$ cat src/rtl/mll_pkg.sv
package mll_pkg;
  localparam int PTR_W  = 40;
  localparam int NTF_W  = 3;
  localparam int TS_W   = 19;
  localparam int TYPE_W = 3;
  localparam int IDX_W  = 4;
  localparam int OWN_W  = 4;

  localparam logic [TYPE_W-1:0] TYPE_MSDU_LINK = 3'd1;

  typedef struct packed {
    logic [PTR_W-1:0] ptr;
    logic [NTF_W-1:0] ntf;
    logic [TS_W-1:0]  ts;
  } slot_t;
endpackage

$ cat src/rtl/mll_slot_table.sv
module mll_slot_table
  import mll_pkg::*;
#(
  parameter int NSLOT  = 7,
  parameter int SIDX_W = $clog2(NSLOT + 1)
) (
  input  logic              clk,
  input  logic              rst,
  input  logic              wr_en,
  input  logic [SIDX_W-1:0] wr_idx,
  input  slot_t             wr_data,
  input  logic              clr_en,
  input  logic [SIDX_W-1:0] clr_idx,
  input  logic [SIDX_W-1:0] rd_idx,
  output slot_t             rd_data,
  output logic [NSLOT-1:0]  occ
);
  slot_t mem [NSLOT];

  // One register group per slot; a clear from the walker wins over a write
  for (genvar g = 0; g < NSLOT; g++) begin : g_slot
    always_ff @(posedge clk) begin
      if (rst) begin
        mem[g] <= '0;
      end else if (clr_en && clr_idx == SIDX_W'(g)) begin
        mem[g].ptr <= '0;
      end else if (wr_en && wr_idx == SIDX_W'(g)) begin
        mem[g] <= wr_data;
      end
    end
    assign occ[g] = |mem[g].ptr;
  end

  always_comb begin
    rd_data = '0;
    for (int i = 0; i < NSLOT; i++) begin
      if (rd_idx == SIDX_W'(i)) rd_data = mem[i];
    end
  end

  // a cleared slot reads null on the following cycle
  a_r4_slot_nulled: assert property (@(posedge clk) disable iff (rst)
    clr_en |=> !occ[$past(clr_idx)]);
endmodule

$ cat src/rtl/mll_walker.sv
module mll_walker
  import mll_pkg::*;
#(
  parameter int NSLOT      = 7,
  parameter int SIDX_W     = $clog2(NSLOT + 1),
  parameter int SELF_OWNER = 0
) (
  input  logic              clk,
  input  logic              rst,
  input  logic              cmd_valid,
  output logic              cmd_ready,
  input  logic [IDX_W-1:0]  cmd_first,
  input  logic [TYPE_W-1:0] cmd_type,
  input  logic [OWN_W-1:0]  cmd_owner,
  output logic [SIDX_W-1:0] rd_idx,
  input  slot_t             rd_data,
  input  logic [NSLOT-1:0]  occ,
  output logic              clr_en,
  output logic [SIDX_W-1:0] clr_idx,
  output logic              rel_valid,
  input  logic              rel_ready,
  output slot_t             rel_slot,
  output logic [OWN_W-1:0]  rel_owner,
  output logic              rel_first,
  output logic              rel_last,
  output logic              rel_dvalid,
  output logic              link_free,
  output logic              cmd_err
);
  typedef enum logic {S_IDLE, S_EMIT} state_t;

  localparam logic [SIDX_W-1:0] LAST_SLOT = SIDX_W'(NSLOT - 1);

  state_t            st;
  logic [SIDX_W-1:0] cur;
  logic [NSLOT:0]    occ_ext;
  logic [NSLOT-1:0]  occ_after;
  logic              start_ok;
  logic              nxt_last;
  logic              acc;

  always_comb begin
    occ_ext  = {1'b0, occ};
    rd_idx   = (st == S_IDLE) ? cmd_first[SIDX_W-1:0] : cur + 1'b1;
    start_ok = (cmd_first < IDX_W'(NSLOT)) && (cmd_type == TYPE_MSDU_LINK)
               && occ_ext[rd_idx];
    nxt_last = (rd_idx == LAST_SLOT) || !occ_ext[SIDX_W'(rd_idx + 1'b1)];
    acc      = rel_valid && rel_ready;
    clr_en   = acc;
    clr_idx  = cur;
    occ_after = occ;
    for (int i = 0; i < NSLOT; i++) begin
      if (cur == SIDX_W'(i)) occ_after[i] = 1'b0;
    end
  end

  assign cmd_ready = (st == S_IDLE);

  always_ff @(posedge clk) begin
    if (rst) begin
      st         <= S_IDLE;
      cur        <= '0;
      rel_valid  <= 1'b0;
      rel_slot   <= '0;
      rel_owner  <= '0;
      rel_first  <= 1'b0;
      rel_last   <= 1'b0;
      rel_dvalid <= 1'b0;
      link_free  <= 1'b0;
      cmd_err    <= 1'b0;
    end else begin
      link_free <= 1'b0;
      cmd_err   <= 1'b0;
      case (st)
        S_IDLE: begin
          if (cmd_valid) begin
            if (start_ok) begin
              st         <= S_EMIT;
              cur        <= rd_idx;
              rel_valid  <= 1'b1;
              rel_slot   <= rd_data;
              rel_owner  <= cmd_owner;
              rel_dvalid <= (cmd_owner != OWN_W'(SELF_OWNER));
              rel_first  <= 1'b1;
              rel_last   <= nxt_last;
            end else begin
              cmd_err <= 1'b1;
            end
          end
        end
        S_EMIT: begin
          if (acc) begin
            if (rel_last) begin
              st        <= S_IDLE;
              rel_valid <= 1'b0;
              link_free <= (occ_after == '0);
            end else begin
              cur       <= rd_idx;
              rel_slot  <= rd_data;
              rel_first <= 1'b0;
              rel_last  <= nxt_last;
            end
          end
        end
        default: st <= S_IDLE;
      endcase
    end
  end

  // a stalled entry holds
  a_r5_hold: assert property (@(posedge clk) disable iff (rst)
    rel_valid && !rel_ready |=> rel_valid && $stable(rel_slot) && $stable(rel_last));
  // no null pointer is ever offered
  a_r3_nonnull: assert property (@(posedge clk) disable iff (rst)
    rel_valid |-> rel_slot.ptr != '0);
  // after a non-final acceptance the next entry is not a first
  a_r3_mid_first: assert property (@(posedge clk) disable iff (rst)
    rel_valid && rel_ready && !rel_last |=> rel_valid && !rel_first);
  // a refusal emits nothing
  a_r6_err_quiet: assert property (@(posedge clk) disable iff (rst)
    cmd_err |-> !rel_valid);
  // no command taken while entries are pending
  a_r9_busy: assert property (@(posedge clk) disable iff (rst)
    rel_valid |-> !cmd_ready);
endmodule

$ cat src/rtl/mll_releaser.sv
module mll_releaser
  import mll_pkg::*;
#(
  parameter int NSLOT      = 7,
  parameter int SELF_OWNER = 0
) (
  input  logic              clk,
  input  logic              rst,
  input  logic              wr_en,
  input  logic [IDX_W-1:0]  wr_slot,
  input  logic [PTR_W-1:0]  wr_ptr,
  input  logic [NTF_W-1:0]  wr_ntf,
  input  logic [TS_W-1:0]   wr_ts,
  input  logic              cmd_valid,
  output logic              cmd_ready,
  input  logic [IDX_W-1:0]  cmd_first,
  input  logic [TYPE_W-1:0] cmd_type,
  input  logic [OWN_W-1:0]  cmd_owner,
  output logic              rel_valid,
  input  logic              rel_ready,
  output logic [PTR_W-1:0]  rel_ptr,
  output logic [NTF_W-1:0]  rel_ntf,
  output logic [TS_W-1:0]   rel_ts,
  output logic [OWN_W-1:0]  rel_owner,
  output logic              rel_first,
  output logic              rel_last,
  output logic              rel_dvalid,
  output logic              link_free,
  output logic              cmd_err
);
  localparam int SIDX_W = $clog2(NSLOT + 1);

  logic              wr_ok;
  slot_t             wr_data;
  slot_t             rd_data;
  slot_t             rel_slot;
  logic [SIDX_W-1:0] rd_idx;
  logic [SIDX_W-1:0] clr_idx;
  logic              clr_en;
  logic [NSLOT-1:0]  occ;

  assign wr_ok   = wr_en && (wr_slot < IDX_W'(NSLOT));
  assign wr_data = '{ptr: wr_ptr, ntf: wr_ntf, ts: wr_ts};

  mll_slot_table #(.NSLOT(NSLOT), .SIDX_W(SIDX_W)) u_table (
    .clk     (clk),
    .rst     (rst),
    .wr_en   (wr_ok),
    .wr_idx  (wr_slot[SIDX_W-1:0]),
    .wr_data (wr_data),
    .clr_en  (clr_en),
    .clr_idx (clr_idx),
    .rd_idx  (rd_idx),
    .rd_data (rd_data),
    .occ     (occ)
  );

  mll_walker #(.NSLOT(NSLOT), .SIDX_W(SIDX_W), .SELF_OWNER(SELF_OWNER)) u_walk (
    .clk        (clk),
    .rst        (rst),
    .cmd_valid  (cmd_valid),
    .cmd_ready  (cmd_ready),
    .cmd_first  (cmd_first),
    .cmd_type   (cmd_type),
    .cmd_owner  (cmd_owner),
    .rd_idx     (rd_idx),
    .rd_data    (rd_data),
    .occ        (occ),
    .clr_en     (clr_en),
    .clr_idx    (clr_idx),
    .rel_valid  (rel_valid),
    .rel_ready  (rel_ready),
    .rel_slot   (rel_slot),
    .rel_owner  (rel_owner),
    .rel_first  (rel_first),
    .rel_last   (rel_last),
    .rel_dvalid (rel_dvalid),
    .link_free  (link_free),
    .cmd_err    (cmd_err)
  );

  assign rel_ptr = rel_slot.ptr;
  assign rel_ntf = rel_slot.ntf;
  assign rel_ts  = rel_slot.ts;

  // the free strobe only appears with an empty table
  a_r7_free_empty: assert property (@(posedge clk) disable iff (rst)
    link_free |-> occ == '0);
  // the free strobe lasts a single cycle
  a_r7_free_pulse: assert property (@(posedge clk) disable iff (rst)
    link_free |=> !link_free);
endmodule

$ cat config.mk
export PLATFORM = sky130hd
export DESIGN_NAME = mll_releaser
export DESIGN_NICKNAME = d
export VERILOG_FILES = /design/src/rtl/mll_pkg.sv /design/src/rtl/mll_slot_table.sv /design/src/rtl/mll_walker.sv /design/src/rtl/mll_releaser.sv
export SDC_FILE = /design/constraint.sdc
export NUM_CORES = 1
export LEC_CHECK = 0
export BUFFER_PORTS_ARGS = -buffer_cell sky130_fd_sc_hd__buf_2
export CAP_MARGIN = 20
export CELL_PAD_IN_SITES_DETAIL_PLACEMENT = 1
export CELL_PAD_IN_SITES_GLOBAL_PLACEMENT = 1
export CORE_MARGIN = 10
export CORE_UTILIZATION = 54
export CTS_BUF_LIST = sky130_fd_sc_hd__clkbuf_16
export DETAILED_ROUTE_END_ITERATION = 8
export GPL_TIMING_DRIVEN = 0
export PLACE_DENSITY = 0.84
export SYNTH_ARGS = -nofsm -noshare
export SYNTH_HDL_FRONTEND = slang
export SYNTH_HIERARCHICAL = 1
export SYNTH_SLANG_ARGS = --single-unit
$ cat constraint.sdc
create_clock -name clk -period 9.4 [get_ports clk]
set_clock_uncertainty 0.2 [all_clocks]
set_input_delay 0.47 -clock clk [delete_from_list [all_inputs] [get_ports clk]]
set_output_delay 0.47 -clock clk [all_outputs]
set_load 0.005 [all_outputs]
[Word-level counts from Yosys, hierarchy flattened]
Memories as Yosys holds them, arrays and structs flattened.
Index checks and enable logic that the tools add are counted.
Word-level totals
  flip-flop bits (word level): 76
  bits in writable memories: 434
  bits of input ports: 82
  output and inout bits: 73
  logic and storage cells: 226
  memories kept: 1
Cells by class
  add/subtract/negate cells: 2
  $lt $le $gt $ge: 4
  eq/ne operators: 24
  multiplexer cells: 120
  bitwise gates (word level): 25
  reduce and logical (&&, ||, !) cells: 38
Memory list
  u_table.mem: depth 7, bits a word 62, read ports 7, clocked after Yosys merged registers in 0, wr ports 7, line mll_slot_table.sv:18  | slot_t mem [NSLOT];
Operators with widths (number)
  two-way mux 62 bit: 11
  two-way mux 40 bit: 14
  OR reduction 40 bit: 7
  two-way mux 22 bit: 7
  case mux 62 bit (2 select lines): 1
  two-way mux 1 bit: 75
  equality test 3 bit, second input constant: 9
  OR 1 bit: 21
  equality test 3 x 2 -> 1 bit, second input constant: 6
  logical AND 1 bit: 18
  two-way mux 3 bit: 5
  equality test 3 x 1 -> 1 bit, second input constant: 4
  zero test 3 bit: 3
  less-than comparator 3 x 4 -> 1 bit, second input constant: 2
  less-than comparator 4 x 3 -> 1 bit, second input constant: 2
  case mux 1 bit (2 select lines): 4
  AND reduction 4 bit: 2
  zero test 7 bit: 1
  adder 3 x 1 -> 3 bit, second input constant: 2
  binary-select mux 1 bit (select 3 bit): 2
  inequality test 2 bit, second input constant: 3
  case mux 3 bit (2 select lines): 1
  AND reduction 3 bit: 2
  inequality test 2 x 1 -> 1 bit, second input constant: 2
  6 further kinds: 9

[Logic depth before layout (Yosys ltp)]
Gate-level depths: netlist of run 1.
  word-level depth: 13
  gate-level depth with buffers: 14
  gate-level depth less buffers: 11

[Cells and area by module]
Netlist of run 1, hierarchy kept.
By module, submodules not included
  mll_slot_table: instances 1, cells each 1448, area each 19531.2 um2, seq. area each 13032.5 um2
  mll_walker: instances 1, cells each 389, area each 3714.8 um2, seq. area each 1521.5 um2
  mll_releaser: instances 1, cells each 2, area each 12.5 um2, seq. area each 0.0 um2

[Worst setup path after synthesis of run 1]
OpenSTA, ideal clock, no wires.
  path kind: input-to-reg
  from: input wr_slot[1]
  to: memory u_table/mem[4][22] (netlist bit), enable pin
  arrival: 4166 ps
  data required time: 8821 ps
  slack: 4654 ps
  cell stages on the path: 4
  buffers on the path: 0
  cells stage by stage: a311oi_1 -> nand2_1 -> o41ai_1 -> or2_2
RTL lines
  start: declaration: line mll_releaser.sv:10  | input logic [IDX_W-1:0] wr_slot,
  end: declaration: line mll_slot_table.sv:18

==> flow_results.org, run 1 <==
** Timing
- Slew headroom :: 14.1%
- For the pin with the worst max-slew slack, the measured transition is approximately 1.3 ns.
- After layout, the worst path uses 50.4% of the clock period.
- Setup repair after global routing left no endpoint under its margin.
- Setup violations remaining at the end of the flow were counted as 0.
- Max Freq :: 211 MHz
- The number of pins exceeding their max-slew limit in the final report was 0.
- Worst path setup slack after routing :: 4.66 ns
- In the final timing run, aggregate negative setup slack is 0 ns.
- Min cycle time layout :: 4.74 ns
- Number of endpoints with negative hold slack in the final report :: 0

** Global route
- The via count of the first global-routing pass came to 18627.
- Entering global routing, the biggest net connects 41 pins.
- Overflow after GRT :: 0
- The initial antenna violation count came to 5.
- First-pass GRT wire length :: 116000 um
- GRT Resource Usage Total :: 30.5%

** Floorplan
- Std-Cell Rows :: 75
- Chip height :: 228 um
- During I/O placement, the number of pins put on the boundary was 155.
- Initial core utilization :: 55.1%
- Die area :: 51800 sq um
- Placeable core area :: around 42000 sq um
- Horiz. Die Dim :: 228 um

** Drt
- The first detailed-routing pass took 6 iterations.
- Using the TritonRoute via totals, the vias-per-cell ratio works out to roughly 6.5.
- Across all layers, the routed design uses 17354 vias.
- Remaining design rule violation count :: 0
- Remaining antenna violation count :: 0
- DRT Wirelength :: 80000 um
- DRC violation total after the first TritonRoute iteration :: 1930
- Wire per inst :: about 30 um

** Worst setup path
- Worst-path cell chain :: inv_1 > ha_1 > mux2i_2 > inv_1 > buf_2 > buf_2 > nand3b_1 > clkbuf_1 > o22ai_1 > a21oi_1 > nand2b_1 > mux2i_1
- The critical path runs through a total of 12 cells.
- The setup path with the least slack is of type register to register.
- Counting cells, the worst reg-to-reg path comes to 12.
- For the worst setup path, the data required time is 9.73 ns.
- The worst register-to-register path begins at u_walk/clr_idx[0].
- Critical path fanouts, max :: 15
- Delay of the slowest cell on the worst path :: ~0.75 ns
- Startpoint of the worst setup timing path :: u_walk/clr_idx[0]
- STA classifies the critical path endpoint as a register.
- Critical path buffer and inverter count :: 5
- STA puts the critical path data arrival time at 5.06 ns.
- Internal reg-to-reg setup slack :: 4.66 ns
- In this run the critical register-to-register path is captured at u_walk/rel_slot[22].
- Cell with the largest stage delay on the worst path :: sky130_fd_sc_hd__dfxtp_1
- Critical path launch point type :: register
- The critical path ends at u_walk/rel_slot[22].
- Cell class contributing the biggest share of worst-path delay :: buffers and inverters

** Power and ir drop
- Internal power comes to 3.90 mW.
- For this design the static power due to leakage is 10.1 nW.
- Summed over all nets, the switching power comes to 1.23 mW.
- Worst-case vdd ir drop :: 0.147 mV
- Switching fraction of total power :: 24.0%
- Relative contribution of combinational cells to total power :: 8.2%
- Power density of the placed cells :: 191 nW/um^2
- Power share of the sequential group :: 51.3%
- Share of total power in the clock network :: 40.6%

** Layout
- Post-Layout Inst Area :: 26900 sq um
- The library cells used most frequently in the layout, excluding fill and tap cells, are sky130_fd_sc_hd__and2_1, sky130_fd_sc_hd__edfxtp_1, sky130_fd_sc_hd__buf_2.
- Relative to the synthesized area, the layout overhead comes to 15.7%.
- Number of nets at the end of the flow :: 2164
- The finished layout holds 2663 standard cells, fillers aside.
- Leaving out fill and tap cells, the most frequent cell in the layout is sky130_fd_sc_hd__and2_1.
- In the final layout, the share of cells above drive strength 1 is 14.4%.

** Synth
- The Yosys step of the flow raised 6 warnings.
- Post-synth design cell area :: 23300 sq um
- Fraction of the yosys area taken by sequential cells :: a little over three fifths
- Synthesized Nets :: 1928
- Yosys mapped a number of flops with a built-in enable equal to 434.
- Unique masters post-synth :: 54
- Synthesized instance count :: 1839
- Proportion of register bits with asynchronous set or reset after synthesis :: 0%
- Each instance of the synthesized netlist takes up on average 12.6 sq um.
- Yosys reg bits :: 510
- In the synthesized netlist the dominant register cell turns out to be sky130_fd_sc_hd__edfxtp_1.

** Clocking
- Buffer levels on the longest clock path :: 3
- The H-tree generated during clock tree synthesis spans 2 levels.
- TritonCTS clock tree :: done
- PostCTS Resize Cnt :: 0
- CTS Root Cell :: sky130_fd_sc_hd__clkbuf_16
- Clock-pin transition on the worst setup and hold timing paths :: 0.06 ns
- Clock sink total :: just over 500
- The later pin in the worst-skew pair is clocked with a latency of 0.61 ns.
- Clock buffers created by TritonCTS :: 54

** Min path
- In this run the worst hold path is classified as primary input to register.

** Placed design
- At the end of routability-driven placement, the weighted congestion stood at 0.923.
- Detailed placement finished with a half-perimeter wire length of 54700 um.
- Instance count after placement with tap cells included :: 2543
- The placed instances occupy a cell area of 25000 sq um.
- Worst slack after detailed placement :: 4.78 ns
- The count of buffers added on input and output ports is 154.

** Status
- The flow ran to the end, and the final reports show no timing, DRC or antenna violations.

** Job
- Max capacitance violation total :: 0
[worst min path at each step]
stage	startpoint	end	slack (ns)	cells after the start
6_report	wr_ptr[19]	u_table/mem[6][41]	0.02	2
3_3_place_gp	u_walk/rel_slot[13]	u_walk/rel_slot[13]	0.26	2
5_1_grt	wr_ts[0]	u_table/mem[3][0]	0.03	2
4_1_cts	wr_ts[2]	u_table/mem[0][2]	0.001	2
3_5_place_dp	u_walk/rel_slot[3]	u_walk/rel_slot[3]	0.27	2
2_1_floorplan	u_walk/rel_slot[0]	u_walk/rel_slot[0]	0.27	2
[synthesized netlist by cell type, types with 2 or more instances]
| cell | instances | share of area, % |
|---|---|---|
| sky130_fd_sc_hd__edfxtp_1 | 434 | 56 |
| sky130_fd_sc_hd__nor3_1 | 7 | 0.15 |
| sky130_fd_sc_hd__o32ai_1 | 2 | 0.075 |
| sky130_fd_sc_hd__nor3_2 | 4 | 0.17 |
| sky130_fd_sc_hd__dfxtp_1 | 76 | 6.5 |
| sky130_fd_sc_hd__buf_4 | 2 | 0.065 |
| sky130_fd_sc_hd__a31oi_1 | 3 | 0.081 |
| sky130_fd_sc_hd__nand3_1 | 4 | 0.086 |
| sky130_fd_sc_hd__o41ai_1 | 2 | 0.075 |
| sky130_fd_sc_hd__clkbuf_1 | 80 | 1.3 |
| sky130_fd_sc_hd__nor2b_1 | 10 | 0.27 |
| sky130_fd_sc_hd__or2_2 | 5 | 0.13 |
| sky130_fd_sc_hd__and2_1 | 436 | 12 |
| sky130_fd_sc_hd__nor3b_1 | 3 | 0.097 |
| sky130_fd_sc_hd__o22a_1 | 15 | 0.56 |
| sky130_fd_sc_hd__and3_1 | 3 | 0.081 |
| sky130_fd_sc_hd__nor4_1 | 71 | 1.9 |
| sky130_fd_sc_hd__o21ai_0 | 9 | 0.19 |
| sky130_fd_sc_hd__buf_2 | 38 | 0.82 |
| sky130_fd_sc_hd__mux2_1 | 2 | 0.097 |
| sky130_fd_sc_hd__ha_1 | 7 | 0.38 |
| sky130_fd_sc_hd__buf_1 | 8 | 0.13 |
| sky130_fd_sc_hd__mux2i_1 | 96 | 4.1 |
| sky130_fd_sc_hd__nand4_1 | 17 | 0.46 |
| sky130_fd_sc_hd__nor2_1 | 32 | 0.52 |
| sky130_fd_sc_hd__nor4b_1 | 2 | 0.075 |
| sky130_fd_sc_hd__a21o_1 | 2 | 0.065 |
| sky130_fd_sc_hd__nand4b_1 | 3 | 0.11 |
| sky130_fd_sc_hd__a22oi_1 | 47 | 1.5 |
| sky130_fd_sc_hd__o2bb2ai_1 | 15 | 0.56 |
| sky130_fd_sc_hd__nand2_1 | 17 | 0.27 |
| sky130_fd_sc_hd__a21oi_1 | 51 | 1.1 |
| sky130_fd_sc_hd__or3_1 | 8 | 0.22 |
| sky130_fd_sc_hd__o211ai_1 | 50 | 1.6 |
| sky130_fd_sc_hd__o32a_1 | 47 | 2.0 |
| sky130_fd_sc_hd__o22ai_1 | 64 | 1.7 |
| sky130_fd_sc_hd__inv_1 | 14 | 0.23 |
| sky130_fd_sc_hd__nand2b_1 | 136 | 3.7 |
| sky130_fd_sc_hd__or4_1 | 2 | 0.065 |
[registers in the layout (all words and copies together) (netlist names)]
register           count
u_walk/rel_valid       1
u_walk/rel_last        1
u_walk/cmd_err         1
u_walk/rel_dvalid      1
u_walk/rel_owner       4
u_table/mem          434
u_walk/rel_first       1
u_walk/link_free       1
u_walk/rel_slot       62
u_walk/st              1
u_walk/clr_idx         3
[layout make-up]
type,instances,area (sq um)
tap,539,674
clock inverter,45,294
multi-input combinational,1187,8180
antenna,3,7.51
buffer,128,537
fill,4179,15300
clock buffer,57,1430
timing repair buffer,180,1180
sequential,510,14600
inverter,14,52.6
[per-stage QoR]
step           total power, mW  utilization [%]  hold WS (ns)
4_1_cts                   5.14             63.5      0.000969
3_3_place_gp              3.03             58.5         0.257
2_1_floorplan             2.86                -         0.268
6_report                  5.13             63.7        0.0186
3_5_place_dp              3.07             59.1         0.267
5_1_grt                   5.26             63.7        0.0299
[kinds of logic (layout without fill, tap and decap cells)]
| group | after synthesis | count (layout) | synth area share (%) |
|---|---|---|---|
| other | 0 | 3 | 0 |
| adder cells (fa/ha/maj) | 7 | 7 | 0.377 |
| buffers and inverters | 142 | 424 | 2.53 |
| AO/OA/AOI/OAI | 313 | 313 | 9.81 |
| multiplexers | 100 | 100 | 4.38 |
| flip-flops | 510 | 510 | 62.6 |
| AND/OR/NAND/NOR | 767 | 767 | 20.3 |
[metal layers]
layer | vias to the layer above | global-route usage [%] | wire (um)
li1 | 7340 | - | -
met5 | - | 0 | 14
met1 | 8738 | 36.5 | 29100
met3 | 260 | 5.57 | 7260
met2 | 1014 | 52.2 | 39300
met4 | 2 | 15.1 | 4360
[power groups by stage]
stage	Clock, mW	Combinational [mW]	Sequential [mW]
finish	2.08	0.419	2.63
CTS	2.11	0.405	2.63
global route	2.19	0.441	2.64
detailed placement	0	0.397	2.67
floorplan	0	0.212	2.65
global placement	0	0.364	2.67
[repair_timing]
item | 4_1_cts | 5_1_grt
buffers inserted | 0 | 0
hold buffers | 11 | 0
endpoints found under the hold margin | 18 | 0
Note: power is estimated with default switching activity, not from simulation.
==> inputs of run 2 (changes only) <==
--- a/config.mk
+++ b/config.mk
@@ -5,16 +5,17 @@
 export SDC_FILE = /design/constraint.sdc
 export NUM_CORES = 1
 export LEC_CHECK = 0
+export ABC_AREA = 1
 export BUFFER_PORTS_ARGS = -buffer_cell sky130_fd_sc_hd__buf_2
 export CAP_MARGIN = 20
 export CELL_PAD_IN_SITES_DETAIL_PLACEMENT = 1
 export CELL_PAD_IN_SITES_GLOBAL_PLACEMENT = 1
 export CORE_MARGIN = 10
-export CORE_UTILIZATION = 54
+export CORE_UTILIZATION = 47
 export CTS_BUF_LIST = sky130_fd_sc_hd__clkbuf_16
 export DETAILED_ROUTE_END_ITERATION = 8
 export GPL_TIMING_DRIVEN = 0
-export PLACE_DENSITY = 0.84
+export PLACE_DENSITY = 0.78
 export SYNTH_ARGS = -nofsm -noshare
 export SYNTH_HDL_FRONTEND = slang
 export SYNTH_HIERARCHICAL = 1
==> constraint.sdc (replaced) <==
create_clock -name clk -period 4.4 [get_ports clk]
set_clock_uncertainty 0.2 [all_clocks]
set_input_delay 0.22 -clock clk [delete_from_list [all_inputs] [get_ports clk]]
set_output_delay 0.22 -clock clk [all_outputs]
set_load 0.005 [all_outputs]
==> flow_results.org, run 2 <==
** Clocking
- Clock buffers created by TritonCTS :: 55 (was 54)
- The number of gates given a new drive strength after cts is 0 (unchanged).
- The post-CTS clock slew at the launch and capture registers of the worst setup and hold paths came to 0.06 ns (about the same).
- Clock sink total :: 510 (unchanged)
- Clock insertion delay at the later pin of the skew report :: 0.60 ns (was 0.61 ns)
- The depth of the CTS H-tree is 2 (unchanged).
- Post-CTS repair timing setup buffer count :: 0 (unchanged)
- CTS Root Cell :: sky130_fd_sc_hd__clkbuf_16 (unchanged)
- The number of buffers between clock root and the deepest sink is 3 (unchanged).
- The number of hold-repair buffers added at the cts stage is 71 (was 11).
- TritonCTS clock tree :: done (unchanged)

** Synth
- The share of flip-flops with an asynchronous set or reset after synthesis was 0% (unchanged).
- Primary FF master, synth :: sky130_fd_sc_hd__edfxtp_1 (unchanged)
- The net count after synthesis is 2583 (was 1928).
- The portion of the post-synthesis area used by sequential elements came to 62.0% (was 62.6%).
- Number of warnings printed during yosys synthesis :: 6 (unchanged)
- Top cells by area, synth: sky130_fd_sc_hd__edfxtp_1, sky130_fd_sc_hd__nor2_1, sky130_fd_sc_hd__dfxtp_1 (was sky130_fd_sc_hd__edfxtp_1, sky130_fd_sc_hd__and2_1, sky130_fd_sc_hd__dfxtp_1).
- Post-synth design cell area :: 23500 sq um (was 23300 sq um)
- Most instantiated library cell after synthesis :: sky130_fd_sc_hd__nor2_1 (was sky130_fd_sc_hd__and2_1)
- The library cell with the largest summed area after synthesis is sky130_fd_sc_hd__edfxtp_1 (unchanged).
- The number of instances in the synthesized netlist was 2494 (was 1839).
- The number of synthesized register bits was 510 (unchanged).
- Most frequent cells after synthesis: sky130_fd_sc_hd__nor2_1, sky130_fd_sc_hd__edfxtp_1, sky130_fd_sc_hd__nand2_1, sky130_fd_sc_hd__nand4_1, sky130_fd_sc_hd__nand3_1 (was sky130_fd_sc_hd__and2_1, sky130_fd_sc_hd__edfxtp_1, sky130_fd_sc_hd__nand2b_1, sky130_fd_sc_hd__mux2i_1, sky130_fd_sc_hd__clkbuf_1).
- The count of distinct cell types in the synthesized netlist is 37 (was 54).
- Avg Inst Size Synth :: 9.41 sq um (was 12.6 sq um)
- The fraction of post-synthesis cell area in the top cell type by area came to 55.5% (was 56.0%).
- The number of synthesized flops with an enable pin came to 434 (unchanged).

** Power and ir drop
- Worst-case vdd ir drop :: 0.294 mV (was 0.147 mV)
- Relative contribution of combinational cells to total power :: 8.6% (was 8.2%)
- The part of the total power dissipated in sequential elements came to 51.6% (was 51.3%).
- The internal power summed over all cells was 8.16 mW (was 3.90 mW).
- The net switching power figure was 2.64 mW (was 1.23 mW).
- Share of total power in the clock network :: 39.9% (was 40.6%)
- Pleak :: 11.7 nW (was 10.1 nW)
- Overall power of the completed layout :: 10.8 mW (was 5.13 mW)
- The areal power density over the cells is 389 nW/um^2 (was 191 nW/um^2).
- The net switching fraction of the power was 24.4% (was 24.0%).

** Placed design
- Quantity of I/O buffers inserted on ports :: 154 (unchanged)
- The number of placed instances, taps included is 3323 (was 2543).
- Total placed instance area :: 25400 sq um (was 25000 sq um)
- The worst slack at placement is 0.670 ns (was 4.78 ns).
- The weighted congestion reported at the end of routability-driven placement was 0.895 (was 0.923).
- The sum of net half-perimeters after detailed placement was 59200 um (was 54700 um).

** Worst setup path
- Critical path fanouts, max :: 10 (was 15)
- The length in cells of the worst reg-to-reg path is 13 (was 12).
- WP data arrival :: 4.29 ns (was 5.06 ns)
- The startpoint of the most critical register-to-register path was u_table/mem[6][38] (was u_walk/clr_idx[0]).
- The worst-path cell with the longest stage delay is sky130_fd_sc_hd__nand4_2 (was sky130_fd_sc_hd__dfxtp_1).
- The required time reported for the critical path endpoint was 4.72 ns (was 9.73 ns).
- The startpoint type of the worst setup path is a register (unchanged).
- The cell class contributing the biggest share of worst-path delay is simple AND/OR/NAND/NOR gates (was buffers and inverters).
- The kind of end point of the critical path is a register (unchanged).
- Worst-path cell chain :: nor2_1 > nand2_1 > nor3_1 > nand2_1 > nor2_1 > nand2_1 > nand3_1 > nand3_1 > nand4_2 > buf_6 > buf_4 > a21oi_1 > nor2_1 (was inv_1 > ha_1 > mux2i_2 > inv_1 > buf_2 > buf_2 > nand3b_1 > clkbuf_1 > o22ai_1 > a21oi_1 > nand2b_1 > mux2i_1)
- The classification of the worst setup path was register to register (unchanged).
- The reg-to-reg endpoint is u_walk/rel_slot[48] (was u_walk/rel_slot[22]).
- Critical path buffer and inverter count :: 2 (was 5)
- Delay of the slowest cell on the worst path :: 0.51 ns (was 0.75 ns)
- The register-to-register path setup slack came to 0.43 ns (was 4.66 ns).

** Layout
- Number of nets at the end of the flow :: 2879 (was 2164)
- Most common library cell in the layout ignoring fill and taps :: sky130_fd_sc_hd__nor2_1 (was sky130_fd_sc_hd__and2_1)
- Non-filler cells in the finished layout :: 3498 (was 2663)
- Layout overhead on the synthesized area :: 18.3% (was 15.7%)
- The share of layout cells above drive strength 1 was 12.8% (was 14.4%).
- The final cell area excluding filler cells is 27800 sq um (was 26900 sq um).
- The register with the highest flop count was u_table/mem (unchanged).
- Number of flip-flops in the largest register :: 434 (unchanged)
- Top library cells by usage in the layout, fill and taps aside: sky130_fd_sc_hd__nor2_1, sky130_fd_sc_hd__edfxtp_1, sky130_fd_sc_hd__nand2_1 (was sky130_fd_sc_hd__and2_1, sky130_fd_sc_hd__edfxtp_1, sky130_fd_sc_hd__buf_2).
- Number of filler instances in the final layout :: 5627 (was 4179)
- Biggest registers after layout: u_table/mem x434, u_walk/rel_slot x62, u_walk/rel_owner x4 (unchanged).

** Floorplan
- The number of rows in the core area is 81 (was 75).
- The area of the core region was 49200 sq um (was 42200 sq um).
- Die area :: 59300 sq um (was 51800 sq um)
- Initial core utilization :: 47.7% (was 55.1%)
- Horiz. Die Dim :: 243 um (was 228 um)
- Chip height :: 243 um (was 228 um)
- The total I/O pin count came to 155 (unchanged).

** Global route
- The first-pass GRT wire length came to 124000 um (was 116000 um).
- GRT Resource Usage Total :: 27.2% (was 30.5%)
- The maximum number of pins on one net before global-route repair is 27 (was 41).
- The via count of the first global-routing pass is 21150 (was 18627).
- Number of antenna violations at the first check in global routing :: 1 (was 5)
- Overflow after GRT :: 0 (unchanged)

** Drt
- Via/cell ratio :: 5.74 (was 6.52)
- The total number of vias is 20081 (was 17354).
- The post-detailed-route DRC marker count came to 0 (unchanged).
- The first-iteration detailed-routing DRC count is 1986 (was 1930).
- The final routed wire length divided by cell count came to 23.7 um (was 30.0 um).
- Remaining antenna violation count :: 0 (unchanged)
- DRT Wirelength :: 83000 um (was 80000 um)
- Drt first pass iters :: 5 (was 6)

** Timing
- Slew headroom :: 33.0% (was 14.1%)
- The shortest clock period the worst path allows after layout is 3.97 ns (was 4.74 ns).
- The aggregate negative setup slack came to 0 ns (unchanged).
- Setup-failing EPs final :: 0 (unchanged)
- The number of hold violations in the final report came to 0 (unchanged).
- The maximum frequency from static timing analysis is 252 MHz (was 211 MHz).
- Worst path setup slack after routing :: 0.432 ns (was 4.66 ns)
- The measured slew at the worst slew-check pin is 1.00 ns (was 1.28 ns).
- The share of the clock period used by the worst path is 90.2% (was 50.4%).
- Setup repair after global routing missed its margin: no (unchanged).
- The number of pins exceeding their max-slew limit in the final report was 0 (unchanged).

** Min path
- The end of the worst hold path is u_walk/clr_idx[0] (was u_table/mem[6][41]).
- The start point of the worst hold path is cmd_first[0] (was wr_ptr[19]).
- The number of cells on the worst hold path was 7 (was 2).
- Worst Hold Class :: primary input to register (unchanged)

** Job
- Max capacitance violation total :: 0 (unchanged)

** Status
- Run status: finished clean (unchanged).
==> run 2: worst register-to-register path, cell delays in order (launching register included) <==
cell                       delay, ns
sky130_fd_sc_hd__edfxtp_1       0.40
sky130_fd_sc_hd__nor2_1         0.19
sky130_fd_sc_hd__nand2_1        0.13
sky130_fd_sc_hd__nor3_1         0.49
sky130_fd_sc_hd__nand2_1        0.15
sky130_fd_sc_hd__nor2_1         0.46
sky130_fd_sc_hd__nand2_1        0.22
sky130_fd_sc_hd__nand3_1        0.13
sky130_fd_sc_hd__nand3_1        0.13
sky130_fd_sc_hd__nand4_2        0.51
sky130_fd_sc_hd__buf_6          0.30
sky130_fd_sc_hd__buf_4          0.24
sky130_fd_sc_hd__a21oi_1        0.16
sky130_fd_sc_hd__nor2_1         0.16
==> run 2: area by class of cell <==
class | count | area [sq um] | share of cell area (%)
tap | 664 | 831 | 2.99
timing repair buffer | 239 | 1780 | 6.40
clock buffer | 57 | 1430 | 5.14
inverter | 166 | 626 | 2.25
multi-input combinational | 1661 | 7560 | 27.2
clock inverter | 43 | 231 | 0.833
buffer | 157 | 761 | 2.74
sequential | 510 | 14600 | 52.4
antenna | 1 | 2.50 | 0.00901
==> run 2: worst max-delay path by stage <==
stage	start	to	slack, ns	cells after the start
final	u_table/mem[6][38]	u_walk/rel_slot[48]	0.43	13
after global routing	u_table/mem[5][38]	u_walk/rel_slot[48]	0.43	15
after CTS	u_table/mem[6][37]	u_walk/rel_slot[48]	0.59	13
after detailed placement	u_table/mem[6][38]	u_walk/rel_slot[48]	0.67	13
after global placement	rst	u_table/mem[4][41]	0.50	5
after floorplan	u_walk/rel_valid	u_table/mem[3][22]	1.73	7
==> run 2: logic make-up (layout without fill, tap and decap cells) <==
| group | count (synthesis) | count (layout) | synth area share (%) |
|---|---|---|---|
| other | 0 | 1 | 0 |
| AOI/OAI and AO/OA | 85 | 85 | 1.87 |
| adders and majority gates | 7 | 7 | 0.373 |
| xor gates and xnor gates | 1 | 1 | 0.0373 |
| and+or+nand+nor | 1568 | 1568 | 29.8 |
| DFF | 510 | 510 | 62.0 |
| buffers and inverters | 323 | 662 | 5.91 |
==> run 2: per-layer routing <==
metal	vias to the layer above	share of wire (%)	wire length (um)	track usage, %
met1	9947	40	33300	35.0
li1	9083	-	-	-
met2	885	48	39900	45.8
met5	-	0	0	0
met4	0	3.4	2830	9.83
met3	166	8.3	6900	4.34
==> run 2: per-stage QoR <==
| stage | hold WS (ns) | utilization, % |
|---|---|---|
| 2_1_floorplan | 0.0891 | - |
| 3_3_place_gp | 0.254 | 51.0 |
| 3_5_place_dp | 0.265 | 51.6 |
| 4_1_cts | 0.0149 | 56.4 |
| 5_1_grt | 0.0827 | 56.5 |
| 6_report | 0.0499 | 56.5 |
==> run 2: power by group through the flow <==
stage	Sequential [mW]	Clock (mW)	Combinational (mW)
finish	5.57	4.31	0.925
CTS	5.56	4.36	0.903
global route	5.59	4.55	0.994
floorplan	5.63	0	0.469
detailed placement	5.66	0	0.846
global placement	5.66	0	0.784
==> inputs of run 3 (changes only) <==
--- a/config.mk
+++ b/config.mk
@@ -6,16 +6,16 @@
 export NUM_CORES = 1
 export LEC_CHECK = 0
 export ABC_AREA = 1
-export BUFFER_PORTS_ARGS = -buffer_cell sky130_fd_sc_hd__buf_2
 export CAP_MARGIN = 20
 export CELL_PAD_IN_SITES_DETAIL_PLACEMENT = 1
 export CELL_PAD_IN_SITES_GLOBAL_PLACEMENT = 1
 export CORE_MARGIN = 10
-export CORE_UTILIZATION = 47
+export CORE_UTILIZATION = 50
 export CTS_BUF_LIST = sky130_fd_sc_hd__clkbuf_16
 export DETAILED_ROUTE_END_ITERATION = 8
+export DONT_BUFFER_PORTS = 1
 export GPL_TIMING_DRIVEN = 0
-export PLACE_DENSITY = 0.78
+export PLACE_DENSITY_LB_ADDON = 0.1
 export SYNTH_ARGS = -nofsm -noshare
 export SYNTH_HDL_FRONTEND = slang
 export SYNTH_HIERARCHICAL = 1
==> flow_results.org, run 3 (synthesized netlist as in run 2, its figures left out) <==
** Power and ir drop
- Switching fraction of total power :: 24.3% (was 24.4%)
- Power density of the placed cells :: 408 nW/um^2 (was 389 nW/um^2)
- Sw power :: 2.69 mW (was 2.64 mW)
- The clock network fraction of total power came to 41.7% (was 39.9%).
- Internal :: 8.38 mW (was 8.16 mW)
- The worst supply voltage drop on vdd was 0.350 mV (was 0.294 mV).
- The part of the total power dissipated in sequential elements came to 50.3% (was 51.6%).
- The combinational fraction of design power came to 8.0% (was 8.6%).
- The static leakage came to 11.0 nW (was 11.7 nW).
- Overall power of the completed layout :: 11.1 mW (was 10.8 mW)

** Timing
- The number of hold violations in the final report is 0 (unchanged).
- The aggregate negative setup slack was 0 ns (unchanged).
- The worst path setup slack after routing is 0.490 ns (was 0.432 ns).
- The number of setup violations in the final report was 0 (unchanged).
- The shortest clock period the worst path allows after layout is 3.91 ns (was 3.97 ns).
- Max Freq :: 256 MHz (was 252 MHz)
- Slew headroom :: 23.1% (was 33.0%)
- Crit share post-route :: 88.9% (was 90.2%)
- Setup repair after global routing missed its margin :: no (unchanged)
- The number of pins exceeding their max-slew limit in the final report came to 0 (unchanged).
- Slew at the pin closest to its max-slew limit :: 1.15 ns (was 1.00 ns)

** Drt
- The residual antenna-violating net count after detailed routing came to 0 (unchanged).
- DRC violation total after the first TritonRoute iteration :: 1719 (was 1986)
- The per-cell via count in the routed design was 5.90 (was 5.74).
- The aggregate routed wire length was 83200 um (was 83000 um).
- The final routed wire length divided by cell count is 25.3 um (was 23.7 um).
- Drt first pass iters :: 5 (unchanged)
- Routed via count :: 19420 (was 20081)
- The post-detailed-route DRC marker count is 0 (unchanged).

** Min path
- Worst Hold Class :: primary input to register (unchanged)

** Worst setup path
- CP dominant cell by count :: sky130_fd_sc_hd__nand2_1
- Kind of end point of the critical path :: register (unchanged)
- Critical path fanouts, max :: 10 (unchanged)
- Path type of the worst setup path :: register to register (unchanged)
- Worst-path cell chain: inv_1 > ha_1 > nand2_1 > o21ai_2 > inv_2 > nor3_4 > buf_2 > nand2_1 > nand4_1 > a21oi_1 > nor2_1 (was nor2_1 > nand2_1 > nor3_1 > nand2_1 > nor2_1 > nand2_1 > nand3_1 > nand3_1 > nand4_2 > buf_6 > buf_4 > a21oi_1 > nor2_1).
- Cell class contributing the biggest share of worst-path delay :: simple AND/OR/NAND/NOR gates (unchanged)
- Delay of the slowest cell on the worst path :: 0.88 ns (was 0.51 ns)
- Worst path required time :: 4.74 ns (was 4.72 ns)
- Cell with the largest stage delay on the worst path :: sky130_fd_sc_hd__nor3_4 (was sky130_fd_sc_hd__nand4_2)
- WP data arrival :: 4.25 ns (was 4.29 ns)
- The register-to-register path setup slack was 0.49 ns (was 0.43 ns).
- The buffers plus inverters on the worst setup path came to 3 (was 2).
- The startpoint type of the worst setup path is a register (unchanged).

** Clocking
- The TritonCTS buffer count was 54 (was 55).
- The depth of the CTS H-tree was 2 (unchanged).
- CTS Root Cell :: sky130_fd_sc_hd__clkbuf_16 (unchanged)
- Post-CTS repair timing setup buffer count :: 0 (unchanged)
- Buffer levels on the longest clock path :: 3 (unchanged)
- Clock sink total :: 510 (unchanged)
- PostCTS Resize Cnt :: 0 (unchanged)
- The insertion delay to the later sink of the worst-skew pair came to 0.61 ns (was 0.60 ns).
- Clock-pin transition on the worst setup and hold timing paths :: 0.06 ns (about the same)
- TritonCTS clock tree :: done (unchanged)

** Global route
- The overall overflow remaining after global route came to 0 (unchanged).
- First-pass GRT wire length :: 124000 um (about the same)
- Number of antenna violations at the first check in global routing :: 1 (unchanged)
- The global-route usage over all layers came to 29.1% (was 27.2%).
- Pin count of the biggest net entering global routing :: 31 (was 27)
- The via count of the first global-routing pass was 20289 (was 21150).

** Floorplan
- Horiz. Die Dim :: 237 um (was 243 um)
- Initial core utilization :: 50.5% (was 47.7%)
- Die area :: 56000 sq um (was 59300 sq um)
- I/O Pins :: 155 (unchanged)
- Std-Cell Rows :: 79 (was 81)
- The area of the core region was 46500 sq um (was 49200 sq um).
- The overall die height is 237 um (was 243 um).

** Placed design
- Placer Congestion :: 0.948 (was 0.895)
- Instance count after placement with tap cells included :: 3111 (was 3323)
- Worst slack after detailed placement :: 0.640 ns (was 0.670 ns)
- The sum of net half-perimeters after detailed placement is 58700 um (was 59200 um).
- Quantity of I/O buffers inserted on ports :: 0 (was 154)

** Layout
- Layout overhead on the synthesized area :: 15.5% (was 18.3%)
- The most common library cell in the layout ignoring fill and taps was sky130_fd_sc_hd__nor2_1 (unchanged).
- Top library cells by usage in the layout, fill and taps aside :: sky130_fd_sc_hd__nor2_1, sky130_fd_sc_hd__edfxtp_1, sky130_fd_sc_hd__nand2_1 (unchanged)
- The number of filler instances in the final layout was 5191 (was 5627).
- The area of combinational cells with multiple inputs came to 7560 sq um (unchanged).
- The core utilization of the finished layout is 58.4% (was 56.5%).
- The register cell area after layout came to 14600 sq um (unchanged).
- The register with the highest flop count is u_table/mem (unchanged).
- Share of final-layout standard cells stronger than drive strength 1 :: 8.20% (was 12.8%)
- Number of nets at the end of the flow :: 2726 (was 2879)
- The number of flip-flops under the largest register name came to 434 (unchanged).
- Non-filler cells in the finished layout :: 3290 (was 3498)
- Biggest registers after layout :: u_table/mem x434, u_walk/rel_slot x62, u_walk/rel_owner x4 (unchanged)

** Job
- The number of violations of the max-capacitance limit was 0 (unchanged).

** Status
- Run status: finished clean (unchanged).
[run 3: cell count changes in the layout (fill, tap and decap cells not counted), sizes merged]
cell / before / now
buf: 276 / 122
bufinv: 2 / 6
clkinv: 28 / 26
clkinvlp: 0 / 5
dlygate4sd3: 71 / 73
inv: 179 / 173
[run 3: power by group through the flow]
stage	Clock [mW]	Combinational, mW	Sequential [mW]
final	4.62	0.885	5.57
after global routing	4.85	0.954	5.59
after CTS	4.68	0.858	5.57
after detailed placement	0	0.794	5.67
after global placement	0	0.737	5.67
after floorplan	0	0.469	5.63
[run 3: per-layer routing]
metal  track usage [%]  share of wire, %  up-vias
met5                 0             0.020        -
met4              10.5               3.5        2
met3              6.01               8.6      151
met2              47.7                47      796
met1              37.5                41     9696
li1                  -                 -     8775
[run 3: repair_timing]
action                     in CTS  in global routing
hold endpoints to repair      465                  0
hold buffers                   73                  0
setup endpoints to repair       0                  0
[run 3: metrics by stage]
| stage | hold slack [ns] | instance area [sq um] |
|---|---|---|
| floorplan | 0.0891 | 23500 |
| global placement | 0.0914 | 24200 |
| detailed placement | 0.0923 | 24500 |
| CTS | 0.100 | 27000 |
| global route | 0.0780 | 27100 |
| finish | 0.0684 | 27100 |
[run 3: worst paths after layout]
kind,from,endpoint,cells after the start
max reg2reg,u_walk/clr_idx[0],u_walk/rel_slot[7],11
min,wr_slot[2],u_table/mem[2][14],3
min reg2reg,u_walk/rel_first,u_walk/rel_first,2
max,u_walk/clr_idx[0],u_walk/rel_slot[7],11
[run 3: tightest hold or removal path, delay by kind of cell]
family	cells	cell delay (ns)
AND/OR/NAND/NOR	3	0.41
[run 3: layout make-up]
| class | instances | area share [%] |
|---|---|---|
| multi-input combinational | 1661 | 27.9 |
| sequential | 510 | 53.7 |
| timing repair buffer | 87 | 3.89 |
| buffer | 157 | 2.81 |
| clock buffer | 57 | 5.26 |
| inverter | 166 | 2.31 |
| tap | 607 | 2.80 |
| antenna | 1 | 0.00923 |
| clock inverter | 44 | 1.35 |
